### src/rtl/wdt_pkg.sv
package wdt_pkg;
  localparam logic [1:0] CSR0_IDX = 2'd0;
  localparam logic [1:0] CSR1_IDX = 2'd1;
  localparam logic [1:0] TB_IDX   = 2'd2;

  localparam int KEY2_BIT  = 0;  // word 1
  localparam int KEY1_BIT  = 1;  // word 0
  localparam int STATE_BIT = 2;  // word 0, write one to clear / service
  localparam int RST_BIT   = 3;  // word 0, write one to clear

  typedef struct packed {
    logic run;      // both keys set
    logic service;  // clear first-stage flag, restart interval
    logic clrRst;   // clear reset-cause flag
  } ctrlStrobe_t;
endpackage

### src/rtl/wdt_ctrl.sv
module wdt_ctrl
  import wdt_pkg::*;
#(
  parameter bit ENABLE_ONCE = 1'b0
) (
  input  logic        clk,
  input  logic        rstN,
  input  logic        wrEn,
  input  logic [1:0]  wordSel,
  input  logic [3:0]  wrBits,
  output ctrlStrobe_t strb,
  output logic        enKey1,
  output logic        enKey2,
  output logic        lockOn
);
  logic wrCsr0, wrCsr1;

  assign wrCsr0 = wrEn && (wordSel == CSR0_IDX);
  assign wrCsr1 = wrEn && (wordSel == CSR1_IDX);

  always_ff @(posedge clk) begin
    if (!rstN) begin
      enKey1 <= 1'b0;
      enKey2 <= 1'b0;
    end else begin
      if (wrCsr0 && (wrBits[KEY1_BIT] || !lockOn)) enKey1 <= wrBits[KEY1_BIT];
      if (wrCsr1 && (wrBits[KEY2_BIT] || !lockOn)) enKey2 <= wrBits[KEY2_BIT];
    end
  end

  generate
    if (ENABLE_ONCE) begin : g_lock
      logic lockQ;
      always_ff @(posedge clk) begin
        if (!rstN) lockQ <= 1'b0;
        else if (enKey1 && enKey2) lockQ <= 1'b1;
      end
      assign lockOn = lockQ;
    end else begin : g_noLock
      assign lockOn = 1'b0;
    end
  endgenerate

  always_comb begin
    strb.run     = enKey1 && enKey2;
    strb.service = wrCsr0 && wrBits[STATE_BIT];
    strb.clrRst  = wrCsr0 && wrBits[RST_BIT];
  end
endmodule

### src/rtl/wdt_datapath.sv
module wdt_datapath
  import wdt_pkg::*;
#(
  parameter int INTERVAL_BITS = 16,
  parameter int TB_W          = 32
) (
  input  logic            clk,
  input  logic            rstN,
  input  ctrlStrobe_t     strb,
  output logic [TB_W-1:0] timebase,
  output logic            stateFlag,
  output logic            rstFlag,
  output logic            rstReq
);
  localparam logic [INTERVAL_BITS-1:0] IV_LAST = '1;

  logic [INTERVAL_BITS-1:0] ivCnt;
  logic wrapEv, secondEv;

  assign wrapEv   = strb.run && (ivCnt == IV_LAST) && !strb.service;
  assign secondEv = wrapEv && stateFlag;

  always_ff @(posedge clk) begin
    if (!rstN) timebase <= '0;
    else       timebase <= timebase + 1'b1;
  end

  always_ff @(posedge clk) begin
    if (!rstN || strb.service || !strb.run) ivCnt <= '0;
    else                                    ivCnt <= ivCnt + 1'b1;
  end

  always_ff @(posedge clk) begin
    if (!rstN) begin
      stateFlag <= 1'b0;
      rstFlag   <= 1'b0;
      rstReq    <= 1'b0;
    end else begin
      rstReq <= secondEv;
      if (strb.service)  stateFlag <= 1'b0;
      else if (wrapEv)   stateFlag <= 1'b1;
      if (secondEv)         rstFlag <= 1'b1;
      else if (strb.clrRst) rstFlag <= 1'b0;
    end
  end
endmodule

### src/rtl/wdt_timebase.sv
module wdt_timebase
  import wdt_pkg::*;
#(
  parameter int INTERVAL_BITS = 16,
  parameter bit ENABLE_ONCE   = 1'b0
) (
  input  logic        clk,
  input  logic        rstN,
  input  logic [3:0]  addr,
  input  logic        wrEn,
  input  logic [31:0] wrData,
  input  logic        rdEn,
  output logic [31:0] rdData,
  output logic        irq,
  output logic        rstReq
);
  localparam int TB_W = 32;

  ctrlStrobe_t     strb;
  logic [1:0]      wordSel;
  logic            enKey1, enKey2, lockOn;
  logic            stateFlag, rstFlag;
  logic [TB_W-1:0] timebase;
  logic            unusedBits;

  assign wordSel    = addr[3:2];
  assign unusedBits = ^{addr[1:0], wrData[31:4]};

  wdt_ctrl #(.ENABLE_ONCE(ENABLE_ONCE)) u_ctrl (
    .clk(clk), .rstN(rstN), .wrEn(wrEn), .wordSel(wordSel),
    .wrBits(wrData[3:0]), .strb(strb), .enKey1(enKey1),
    .enKey2(enKey2), .lockOn(lockOn)
  );

  wdt_datapath #(.INTERVAL_BITS(INTERVAL_BITS), .TB_W(TB_W)) u_dp (
    .clk(clk), .rstN(rstN), .strb(strb), .timebase(timebase),
    .stateFlag(stateFlag), .rstFlag(rstFlag), .rstReq(rstReq)
  );

  assign irq = stateFlag;

  always_ff @(posedge clk) begin
    if (!rstN) rdData <= '0;
    else if (rdEn) begin
      case (wordSel)
        CSR0_IDX: begin
          rdData            <= '0;
          rdData[KEY1_BIT]  <= enKey1;
          rdData[STATE_BIT] <= stateFlag;
          rdData[RST_BIT]   <= rstFlag;
        end
        CSR1_IDX: begin
          rdData           <= '0;
          rdData[KEY2_BIT] <= enKey2;
        end
        TB_IDX:   rdData <= timebase;
        default:  rdData <= '0;
      endcase
    end
  end
endmodule

### config.mk
export PLATFORM = sky130hd
export DESIGN_NAME = wdt_timebase
export DESIGN_NICKNAME = d
export VERILOG_FILES = /design/src/rtl/wdt_pkg.sv /design/src/rtl/wdt_ctrl.sv /design/src/rtl/wdt_datapath.sv /design/src/rtl/wdt_timebase.sv
export SDC_FILE = /design/constraint.sdc
export NUM_CORES = 1
export LEC_CHECK = 0
export BUFFER_PORTS_ARGS = -buffer_cell sky130_fd_sc_hd__buf_2
export CAP_MARGIN = 20
export CORE_MARGIN = 5
export CORE_UTILIZATION = 50
export CTS_BUF_LIST = sky130_fd_sc_hd__clkbuf_4 sky130_fd_sc_hd__clkbuf_8
export CTS_CLUSTER_DIAMETER = 40
export DETAILED_ROUTE_END_ITERATION = 7
export PLACE_DENSITY_LB_ADDON = 0.25
export SYNTH_ARGS = -nofsm -noshare
export SYNTH_HDL_FRONTEND = slang
export SYNTH_HIERARCHICAL = 1
export SYNTH_SLANG_ARGS = --single-unit
### constraint.sdc
create_clock -name clk -period 6.31 [get_ports clk]
set_input_delay 1.5775 -clock clk [delete_from_list [all_inputs] [get_ports clk]]
set_output_delay 1.5775 -clock clk [all_outputs]
set_load 0.05 [all_outputs]
Word-level counts from Yosys, hierarchy flattened. Cells that the tools add are included. W data, S select, Z words.

Bitwise logic cells: 1. Add/subtract/negate cells: 2. Reduce and logical (&&, ||, !) cells: 16. Equal/unequal tests: 3. Mux-type cells: 3.

Operators by type and width (count): $pmux W32 S3 (1); $add A32 B1 Y32 const B (1); $add A16 B1 Y16 const B (1); $eq A16 B16 Y1 const B (1); $logic_and A1 B1 Y1 (8); $logic_not A1 Y1 (3); $eq A2 B1 Y1 const B (1); $eq A2 B2 Y1 const B (1); $logic_not A2 Y1 (1); $logic_or A1 B1 Y1 (2); $mux W1 (2); $reduce_bool A2 Y1 (1); $reduce_or A2 Y1 (1); $not A1 Y1 (1).

Output and inout port bits: 34. Register bits after elaboration: 85. Logic and storage cells: 33. Bits of input ports: 40.

Longest topological paths before layout. Gate-level depths: netlist (run 1).

Word-level depth: 7. Depth in mapped cells: 7. Mapped depth without buffers: 6.

By module. The synthesis (run 1) kept the hierarchy.

By module, submodules not included: wdt_datapath (times used 1, sequential area each 1021.0 µm², cells an instance 258, area an instance 2235.9 µm²); wdt_timebase (times used 1, sequential area each 640.6 µm², cells an instance 144, area an instance 1467.7 µm²); wdt_ctrl (times used 1, sequential area each 40.0 µm², cells an instance 15, area an instance 125.1 µm²).

Worst setup path before layout (run 1). OpenSTA, ideal clock, no wires.

Path type: input to register. Start: input addr[3]. End: register u_dp.ivCnt[10]. Setup time: 0.128 ns. Stages on the path: 5. Required time: 6.182 ns. Arrival time: 2.532 ns. Setup slack: 3.651 ns. Path buffers: 1. Cells stage by stage: nor3b_2 > and2_1 > nand3b_1 > clkbuf_1 > nor2_1.

RTL lines: start: declaration (RTL line wdt_timebase.sv:9) `input logic [3:0] addr,`; end signal: assignment (RTL line wdt_datapath.sv:30) `else ivCnt <= ivCnt + 1'b1;`; end: declaration (RTL line wdt_datapath.sv:17) `logic [INTERVAL_BITS-1:0] ivCnt;`.

Final worst setup path (run 1).
Start: input rstN. End: register u_dp.ivCnt[14].

Longest elaborated chain between the ends: 3.

Ends and longest elaborated chain: start: declaration (RTL line wdt_timebase.sv:8) `input logic rstN,`; $logic_not A1 Y1; $logic_or A1 B1 Y1 (2 in a row) (RTL line wdt_datapath.sv:29) `if (!rstN || strb.service || !strb.run) ivCnt <= '0;`.

Every way passes these cells. A chain may end at the register's enable or synchronous reset.

==> out/results.txt, run 1 <==
# hold bufs at CTS - 0
Synth warn - 6
HPWL Detailed - 4.80 mm
Drt pass-1 iters - 4
Crit path DAT - 3.44 ns
FILL cells - 656
Gr usage total - 15.8%
Vias in the first global route - 2767
Total of max-cap violations - 0
Hold WS - 0.438 ns
Worst setup SP type - input port
First-pass GRT wire length - 12.6 mm
WL/cell - 13.0 um
Worst skew pair latency - 0.35 ns
Cells after synthesis - 415
Setup ws final - 3.14 ns
Initial antenna violation count - 0
Post-CTS sizing - 0
Congestion Overflow GR - 0
Final hold viol count - 0
Max_slew headroom - 32.0%
DRC viols - 0
ANT nets after route - 0
Worst path required time - 6.58 ns
Placed cell count - 535
I/O pin cnt - 74
Syn-to-layout area delta - 11.6%
ANT cells - 0
Via count - 2913
CTS Sinks - 85
Pin count of the biggest net entering global routing - 46
Initial Util - 52.1%
RSZ-0062 raised after global routing - false
# rows - 31
Port bufs - 43
Cell area after synthesis - 3820 sq um
Critical path class - in2reg
Core area - 7330 sq um
Die area - 9480 sq um
Root Buffer - clkbuf_8
CTS Buf Count - 9
H-tree Lvls - 3
Reg2Reg Depth - 5
Critical Path End Type - flip-flop
Critical path's largest stage delay - 0.65 ns
Fin cells - 551
Post-CTS setup repair buffer count - 0
Number of setup violations in the final report - 0
Status - finished, final reports clean
TNS Setup - 0 ns
VDD IR max - 0.132 mV
Final net count - 489
Final Power - 1.03 mW
Pre-CTS setup slack - 2.72 ns
Worst-Margin Slew - 1.02 ns
Gp weighted congestion - 0.787
Minimum clock period - 3.17 ns
Leakage Power - 1.54 nW
Vias per inst - 5.29
Syn_area_per_cell - 9.20 sq um
Crit path cell chain - buf_2 -> inv_1 -> nor3b_1 -> nand2_1 -> o21ai_0
Crit-path max FO - 45
Worst-path clk slew - 0.08 ns
CTS tree - done
Die Y - 97.4 um
Slew Limit Fails - 0
Worst hold path cell count - 1
Fmax - 316 MHz
Final period util - 50.2%
Iter 0 DRT Violations - 109
Die Wd - 97.4 um
Worst hold path type - reg2reg
Share of cells above drive strength 1 - 23.2%
Clk buf depth - 2
Crit-path slowest cell - inv_1
Syn nets - 457
Final Routed Wirelength - 7.16 mm
Pwr Density - 241 nW/um^2
Worst Skew - 0.0127 ns
[registers in the layout, summed over array words and instances, names as in the netlist]
register / count
u_dp/rstReq: 1
rdData: 32
u_ctrl/enKey1: 1
u_dp/timebase: 32
u_dp/rstFlag: 1
u_dp/stateFlag: 1
u_dp/ivCnt: 16
u_ctrl/enKey2: 1
[cell usage in the layout (no fill, tap or decap), types with 5 or more instances in the layout]
cell type and n:
nor2_1 28, nor2b_2 20, mux2i_1 6, xnor2_1 10
xor2_1 14, inv_1 9, buf_2 43, a21oi_2 20
nand3_1 15, clkbuf_8 9, and2_1 10, nor4_1 5
dfxtp_1 85, nand2_1 23, nor3_1 6, o21ai_0 14
and4_1 7, nand4_1 11, a21oi_1 26, nor2b_1 33
or4_1 6, or3_1 10
[layer usage]
layer	part of all wire, %	wire [um]	GRT usage, %	up-vias
met3	3.7	265	3.66	10
li1	-	-	-	1493
met5	0	0	0	-
met1	45	3200	19.0	1373
met4	1.6	118	7.77	0
met2	50	3580	26.4	37
[through the flow]
step           area (sq um)  util (%)
3_3_place_gp           4020      54.8
2_1_floorplan          3820         -
6_report               4260      58.1
4_1_cts                4260      58.1
5_1_grt                4260      58.1
3_5_place_dp           4020      54.8
[critical path, delay by kind of cell]
family	cells	cell delay, ns
buffers and inverters	2	1.17
AO/OA/AOI/OAI	1	0.15
AND/OR/NAND/NOR	2	0.52
[worst paths after layout]
kind	slack [ns]	start	to
worst max-delay path	3.14	rstN	u_dp/ivCnt[14]$_SDFF_PP0_
worst min-delay path	0.44	u_dp/ivCnt[0]$_SDFF_PP0_	u_dp/ivCnt[0]$_SDFF_PP0_
worst max register to register	3.96	u_dp/timebase[0]$_SDFF_PN0_	u_dp/timebase[26]$_SDFF_PN0_
worst min register to register	0.44	u_dp/ivCnt[0]$_SDFF_PP0_	u_dp/ivCnt[0]$_SDFF_PP0_
[where the power goes]
group	internal, mW	switching [mW]
Sequential	0.538	0.00309
Clock	0.267	0.188
Combinational	0.0108	0.0203
Total	0.817	0.211
[cell type report]
cell class                      instances  area, sq um  share of cell area, %
Tap cell                               99          124                   2.91
Sequential cell                        85         1700                   39.9
Inverter                                9         33.8                  0.793
Clock buffer                           10          131                   3.08
Multi-Input combinational cell        298         1940                   45.4
Timing Repair Buffer                   44          223                   5.23
Clock inverter                          6          111                   2.61
Power figures use the tool's default switching activity.
==> run 2: changes to the inputs <==
- ABC_AREA: unset -> 1
- clock period: 6.31 -> 2.55 ns (I/O delays scaled with it)
==> run 2 against run 1 <==
Net effect: clock power up 120%; clock skew down 0.0017 ns; combinational power rose to 7.1 times the previous value; global-route usage up 3.0 points; critical path type is now reg2out; largest cell class unchanged.
==> out/results.txt, run 2 <==
Syn_area_per_cell - 6.79 sq um
Gr usage total - 18.8%
P_sw - 0.706 mW
CP Buf/Inv Count - 1
Minimum clock period - 1.66 ns
Final period util - 65.2%
Fin cells - 724
FILL cells - 748
Seq pwr share - 52.6%
Die Y - 98.4 um
Worst setup SP type - flip-flop
Iter 0 DRT Violations - 166
Crit-path slowest cell - dfxtp_1
Final hold viol count - 0
VDD IR max - 0.280 mV
Uppermost layer routed - met4
Core area - 7690 sq um
Worst setup path startpoint - u_dp/stateFlag$_SDFFE_PP0P_
Met3 wire length - 366 um
Largest regs - rdData (32), u_dp/timebase (32), u_dp/ivCnt (16)
# hold bufs at CTS - 0
Worst skew pair latency - 0.36 ns
Syn nets - 618
ANT nets after route - 0
WL/cell - 12.1 um
Critical path's largest stage delay - 0.39 ns
Max_slew headroom - 55.2%
Die Wd - 98.4 um
Pre-CTS setup slack - 0.587 ns
Fin util - 57.3%
Final net count - 659
Crit path DAT - 1.02 ns
Critical Path End Type - output pin
Register area - 1700 sq um
Leakage Power - 1.65 nW
Reg2Reg Depth - 7
Initial Util - 50.9%
Clock Power Share - 38.9%
Pwr Density - 592 nW/um^2
TNS Setup - 0 ns
Comb pwr share - 8.4%
Worst path required time - 1.91 ns
Total of max-cap violations - 0
Post-CTS sizing - 0
Fmax - 602 MHz
Post-CTS setup repair buffer count - 0
Met2 WL - 4.12 mm
Commonest cells after routing, fill and taps aside - 151 x nand2_1, 90 x nor2_1, 85 x dfxtp_1
Placed cell count - 708
CP Depth - 1
R2r endpoint - u_dp/timebase[16]$_SDFF_PN0_
Footprint of the multi-input gates - 1890 sq um
Worst hold path type - reg2reg
Congestion Overflow GR - 0
Number of setup violations in the final report - 0
Port bufs - 43
Drt pass-1 iters - 5
Reg2reg start - u_dp/timebase[0]$_SDFF_PN0_
ANT cells - 0
Share of cells above drive strength 1 - 13.0%
Slew Limit Fails - 0
H-tree Lvls - 3
Pin count of the biggest net entering global routing - 65
Vias in the first global route - 3448
Synth warn - 6
# rows - 32
HPWL Detailed - 6.42 mm
Final Routed Wirelength - 8.76 mm
Cells after synthesis - 576
Sw Ratio - 27.0%
Worst Skew - 0.0110 ns
Status - finished, final reports clean
Vias per inst - 5.10
CTS Buf Count - 9
Root Buffer - clkbuf_8
Initial antenna violation count - 0
Crit path cell chain - buf_2
Crit-path max FO - 4
Cell area after synthesis - 3910 sq um
Hold wc startpoint - u_dp/ivCnt[0]$_SDFF_PP0_
Setup ws final - 0.888 ns
Die area - 9690 sq um
Syn-to-layout area delta - 12.7%
Worst setup endpoint - irq
Worst-Margin Slew - 0.670 ns
Reg2reg setup slack - 1.01 ns
Cell family with most CP delay - flip-flops
Commonest non-fill, non-tap cell in the layout - nand2_1
Critical path class - reg2out
RSZ-0062 raised after global routing - false
I/O pin cnt - 74
Via count - 3696
DRC viols - 0
Met1 Wirelength - 4.13 mm
Worst-path clk slew - 0.09 ns
First-pass GRT wire length - 15.2 mm
CTS Sinks - 85
Internal - 1.91 mW
Gp weighted congestion - 0.886
Clk buf depth - 2
CTS tree - done
## run 2: cell count changes in the layout (fill, tap and decap cells not counted), sizes merged, moves of 11 or more
cell and change:
nand2 +133, nor2 +71, inv +57, nor2b -53, o21ai +28, nand3 +18
or3 -12, a21oi +11, xor2 -11
## run 2: cell type report
cell class | instances | share of cell area (%)
multi-input combinational | 413 | 43.0
sequential | 85 | 38.6
timing repair buffer | 46 | 5.39
inverter | 62 | 5.28
clock buffer | 10 | 3.12
tap | 102 | 2.90
clock inverter | 6 | 1.73
## run 2: how the worst min path moves through the flow
| stage | cells past startpoint | slack (ns) | end |
|---|---|---|---|
| floorplan | 1 | 0.42 | u_dp/ivCnt[0]$_SDFF_PP0_ |
| global placement | 1 | 0.43 | u_dp/ivCnt[0]$_SDFF_PP0_ |
| detailed placement | 1 | 0.44 | u_dp/ivCnt[0]$_SDFF_PP0_ |
| CTS | 1 | 0.47 | u_dp/ivCnt[0]$_SDFF_PP0_ |
| global route | 1 | 0.50 | u_dp/ivCnt[0]$_SDFF_PP0_ |
| finish | 1 | 0.46 | u_dp/ivCnt[0]$_SDFF_PP0_ |
## run 2: through the flow
stage	instance area, sq um	hold slack (ns)	power [mW]
6_report	4410	0.457	2.61
4_1_cts	4410	0.466	2.64
5_1_grt	4410	0.496	2.74
3_5_place_dp	4190	0.442	1.63
3_3_place_gp	4190	0.426	1.62
2_1_floorplan	3910	0.418	1.57
## run 2: power by group through the flow
stage	registers (mW)	logic (mW)	clock network [mW]
after global placement	1.41	0.218	0
after global routing	1.38	0.239	1.12
after floorplan	1.49	0.0813	0
after CTS	1.38	0.223	1.04
after detailed placement	1.41	0.222	0
final	1.37	0.221	1.02
## run 2: per-layer routing
layer	global-route usage [%]	up-vias
li1	-	1909
met1	24.3	1702
met2	31.7	72
met3	3.04	13
met4	7.04	0
met5	0	-
